$ cat src/rtl/usr_pkg.sv
package usr_pkg;

    typedef enum logic [2:0] {
        OP_HOLD  = 3'd0,
        OP_SHR   = 3'd1,
        OP_SHL   = 3'd2,
        OP_LOAD  = 3'd3,
        OP_CLEAR = 3'd4
    } usr_op_e;

    localparam logic [3:0] HIT_PATTERN = 4'b1001;

endpackage

$ cat src/rtl/usr_mode_dec.sv
module usr_mode_dec
    import usr_pkg::*;
(
    input  logic       clr,
    input  logic [1:0] mode_sel,
    output usr_op_e    op
);

    always_comb begin
        if (clr) begin
            op = OP_CLEAR;
        end else begin
            unique case (mode_sel)
                2'b00:   op = OP_HOLD;
                2'b01:   op = OP_SHR;
                2'b10:   op = OP_SHL;
                default: op = OP_LOAD;
            endcase
        end
    end

    // the decoded operation is clear whenever clr is high, even if load is selected
    always_comb begin
        a_r8_clear_first : assert (!clr || op == OP_CLEAR);
    end

endmodule

$ cat src/rtl/usr_cell.sv
module usr_cell
    import usr_pkg::*;
(
    input  logic    clk,
    input  usr_op_e op,
    input  logic    from_left,
    input  logic    from_right,
    input  logic    load_bit,
    output logic    bit_q
);

    logic bit_d;

    always_comb begin
        unique case (op)
            OP_CLEAR: bit_d = 1'b0;
            OP_HOLD:  bit_d = bit_q;
            OP_SHR:   bit_d = from_left;
            OP_SHL:   bit_d = from_right;
            OP_LOAD:  bit_d = load_bit;
            default:  bit_d = bit_q;
        endcase
    end

    always_ff @(posedge clk) begin
        bit_q <= bit_d;
    end

endmodule

$ cat src/rtl/usr_seq_det.sv
module usr_seq_det
    import usr_pkg::*;
(
    input  logic [3:0] window,
    output logic       hit
);

    assign hit = (window == HIT_PATTERN);

endmodule

$ cat src/rtl/usr_detect.sv
module usr_detect
    import usr_pkg::*;
#(
    parameter int W = 4
) (
    input  logic         clk,
    input  logic         clr,
    input  logic [1:0]   mode_sel,
    input  logic         ser_in_left,
    input  logic         ser_in_right,
    input  logic [W-1:0] load_data,
    output logic [W-1:0] q_out,
    output logic         ser_out_left,
    output logic         ser_out_right,
    output logic         seq_hit
);

    localparam int MSB = W - 1;

    usr_op_e      op;
    logic [W-1:0] cells;
    logic [W-1:0] left_nb;
    logic [W-1:0] right_nb;

    usr_mode_dec u_dec (
        .clr      (clr),
        .mode_sel (mode_sel),
        .op       (op)
    );

    generate
        for (genvar i = 0; i < W; i++) begin : g_cell
            if (i == MSB) begin : g_left_end
                assign left_nb[i] = ser_in_left;
            end else begin : g_left_inner
                assign left_nb[i] = cells[i+1];
            end
            if (i == 0) begin : g_right_end
                assign right_nb[i] = ser_in_right;
            end else begin : g_right_inner
                assign right_nb[i] = cells[i-1];
            end
            usr_cell u_cell (
                .clk        (clk),
                .op         (op),
                .from_left  (left_nb[i]),
                .from_right (right_nb[i]),
                .load_bit   (load_data[i]),
                .bit_q      (cells[i])
            );
        end
    endgenerate

    usr_seq_det u_det (
        .window (cells[MSB -: 4]),
        .hit    (seq_hit)
    );

    assign q_out         = cells;
    assign ser_out_left  = cells[MSB];
    assign ser_out_right = cells[0];

    a_r1_clear_zeroes : assert property (@(posedge clk)
        clr |=> (q_out == '0));

    a_r2_hold_keeps : assert property (@(posedge clk) disable iff (clr)
        (mode_sel == 2'b00) |=> $stable(q_out));

    a_r3_shift_right : assert property (@(posedge clk) disable iff (clr)
        (mode_sel == 2'b01) |=> (q_out == {$past(ser_in_left), $past(q_out[MSB:1])}));

    a_r4_shift_left : assert property (@(posedge clk) disable iff (clr)
        (mode_sel == 2'b10) |=> (q_out == {$past(q_out[MSB-1:0]), $past(ser_in_right)}));

    a_r5_load : assert property (@(posedge clk) disable iff (clr)
        (mode_sel == 2'b11) |=> (q_out == $past(load_data)));

    // a hit implies both outer bits of the window are ones
    a_r7_hit_ends : assert property (@(posedge clk)
        seq_hit |-> (q_out[MSB] && q_out[MSB-3]));

endmodule

$ cat config.mk
export PLATFORM = sky130hd
export DESIGN_NAME = usr_detect
export DESIGN_NICKNAME = d
export VERILOG_FILES = /design/src/rtl/usr_pkg.sv /design/src/rtl/usr_mode_dec.sv /design/src/rtl/usr_cell.sv /design/src/rtl/usr_seq_det.sv /design/src/rtl/usr_detect.sv
export SDC_FILE = /design/constraint.sdc
export NUM_CORES = 1
export LEC_CHECK = 0
export CORE_AREA = 4 4 41 43
export CTS_CLUSTER_DIAMETER = 30
export CTS_CLUSTER_SIZE = 25
export DETAILED_ROUTE_END_ITERATION = 10
export DIE_AREA = 0 0 45 47
export PLACE_DENSITY = 0.51
export SLEW_MARGIN = 5
export SYNTH_ARGS = -nofsm -noshare
export SYNTH_HDL_FRONTEND = slang
export SYNTH_SLANG_ARGS = --single-unit
$ cat constraint.sdc
create_clock -name clk -period 1 [get_ports clk]
set_input_delay 0.15 -clock clk [delete_from_list [all_inputs] [get_ports clk]]
set_output_delay 0.15 -clock clk [all_outputs]
set_load 0.02 [all_outputs]
==> flow_summary.yaml <==
worst_setup_path:
  path_delay_family: "flip-flops"
  arrival_ns: 1.13
  crit_path_top_delay_cell: "edfxtp_1"
  path_cells: "nor4bb_4 -> buf_4"
  endpoint_kind: "primary output"
  worst-path-buf-inv: 1
  crit_path_start_kind: "flip-flop"
  critPathKind: "reg -> out"
  critical_path_peak_fanout: 2
  r2r_setup_slack_ns: -0.09
  max_stage_delay_ns: 0.42
  worstPathRequired_ns: 0.85
global_route:
  grtUsageTotal_pct: 7.70
  grt_pass1_wl_um: 1100
  grt_pass1_vias: 295
  antenna_found_initial: 0
  grt_remaining_overflow: 0
  grt_max_degree: 9
clock_tree:
  cts-root-buf: "clkbuf_4"
  clk-insertion-delay-late_ns: 0.24
  clock_path_buffers: 2
  hold_buffers: 0
  cts.sinks: 4
  numCtsBuffers: 3
  cts_max_level: 1
  tritoncts: "yes"
  path_clk_slew_ns: 0.04
outcome:
  failed_checks: "negative setup slack"
  status: "finished, violations left"
logic_synthesis:
  yosysUniqueCellTypes: 9
  synthCells: 24
  yosysTopAreaCell: "edfxtp_1"
  synth-seq-cells: 4
  syn_area_um2: 273
  ys_seq_area_share_pct: 44.0
  syn-mean-instance-area_um2: 11.4
  synth_top_area_share_pct: 44.0
  synth.area.top_cells: "edfxtp_1, mux2i_1, a211oi_1"
  ys_warn_count: 0
  synth_nets: 34
flow_run:
  max_cap_viol_count: 0
place:
  gp_congestion: 0.780
  port_buffers: 16
  dp_slack_ns: -0.505
sta:
  drv_slew: 0
  fin_skew_ns: 0.00393
  min_period_over_period_pct: 128
  relSlewSlack_pct: 86.7
  setup_slack_ns: -0.275
  grt_setup_unrepaired: "true"
  finalSetupTns_ns: -0.793
  min_period_ns: 1.28
  fmax_mhz: 784
  finalHoldViolations: 0
  finalSetupViolations: 10
  tightest_slew_ns: 0.199
  timing.hold.ws_ns: 0.397
drt:
  drc: 0
  drtIter0Drc: 1
  drt-vias-per-instance: 4.36
  drt_pass1_iterations: 4
  wire_per_inst_um: 11.3
  vias: 266
  ant_nets: 0
  drt-total-wl_um: 687
die:
  row_count: 13
  coreArea_um2: 1300
  pin_count: 17
  die_w_um: 45
  dieArea_um2: 2120
  die_y_um: 47
  start_util_pct: 21.0
layout:
  reg_top3: "g_cell.u_cell.bit_q x4"
  area_growth_pct: 100
  drive_gt1_share_pct: 47.8
  final_cell_mix: "buf_6, clkdlybuf4s50_1, buf_4"
  final_common_cell: "buf_6"
  final_nets: 58
  antenna_cells: 0
  largest_register_ffs: 4
  top_register: "g_cell.u_cell.bit_q"
pwr:
  p_leak_nw: 0.233
  peakVddDrop_mv: 0.348
  p_per_area_nw_per_um2: 1190
worst_hold_path:
  hp-class: "in -> reg"
final timing paths:
check / startpoint / depth (start not counted) / endpoint
max reg2reg: g_cell[1].u_cell.bit_q / 3 / g_cell[2].u_cell.bit_q
min reg2reg: g_cell[3].u_cell.bit_q / 3 / g_cell[2].u_cell.bit_q
max: g_cell[1].u_cell.bit_q / 2 / seq_hit
min: mode_sel[1] / 2 / g_cell[0].u_cell.bit_q
final cells by class:
class,instances,area (um^2)
Clock buffer,3,22.5
Sequential cell,4,120
Tap cell,15,18.8
Timing Repair Buffer,25,254
Multi-Input combinational cell,14,130
Fill cell,140,756
cells in the mapped netlist:
| library cell | instances |
|---|---|
| edfxtp_1 | 4 |
| or3_1 | 1 |
| a21oi_1 | 4 |
| buf_4 | 4 |
| a211oi_1 | 4 |
| nor4bb_1 | 1 |
| buf_2 | 1 |
| mux2i_1 | 4 |
| buf_6 | 1 |
report_power, final:
group          leakage (nW)  switching (mW)  internal, mW
registers            0.0452          0.0125         0.203
clock network        0.0138          0.0731         0.135
logic                 0.174          0.0892         0.138
total                 0.233           0.175         0.476
through the flow:
stage	total power [mW]	instance area [um^2]	util (%)	std cells
2_1_floorplan	0.319	288	-	24
3_3_place_gp	0.422	493	37.9	57
3_5_place_dp	0.423	493	37.9	57
4_1_cts	0.641	526	40.4	61
5_1_grt	0.681	546	41.9	61
6_report	0.651	546	41.9	61
per-layer routing:
metal	vias up	global-route usage [%]	share of wire, %
met5	-	0	0
met4	0	5.26	0
met3	0	3.45	13
met2	16	13.8	49
met1	117	6.91	37
li1	133	-	-
kinds of logic after synthesis:
family          share of synthesized area (%)
buf+inv                                  17.0
mux                                      14.7
compound gates                           18.3
flops                                    44.0
simple gates                             5.96
timing repair:
action                     in CTS  in global routing
pin swaps                       2                  2
setup endpoints to repair      15                 11
resized for setup              42                  8
setup buffers                   1                  3
No activity file was read; power rests on OpenSTA's default activity.
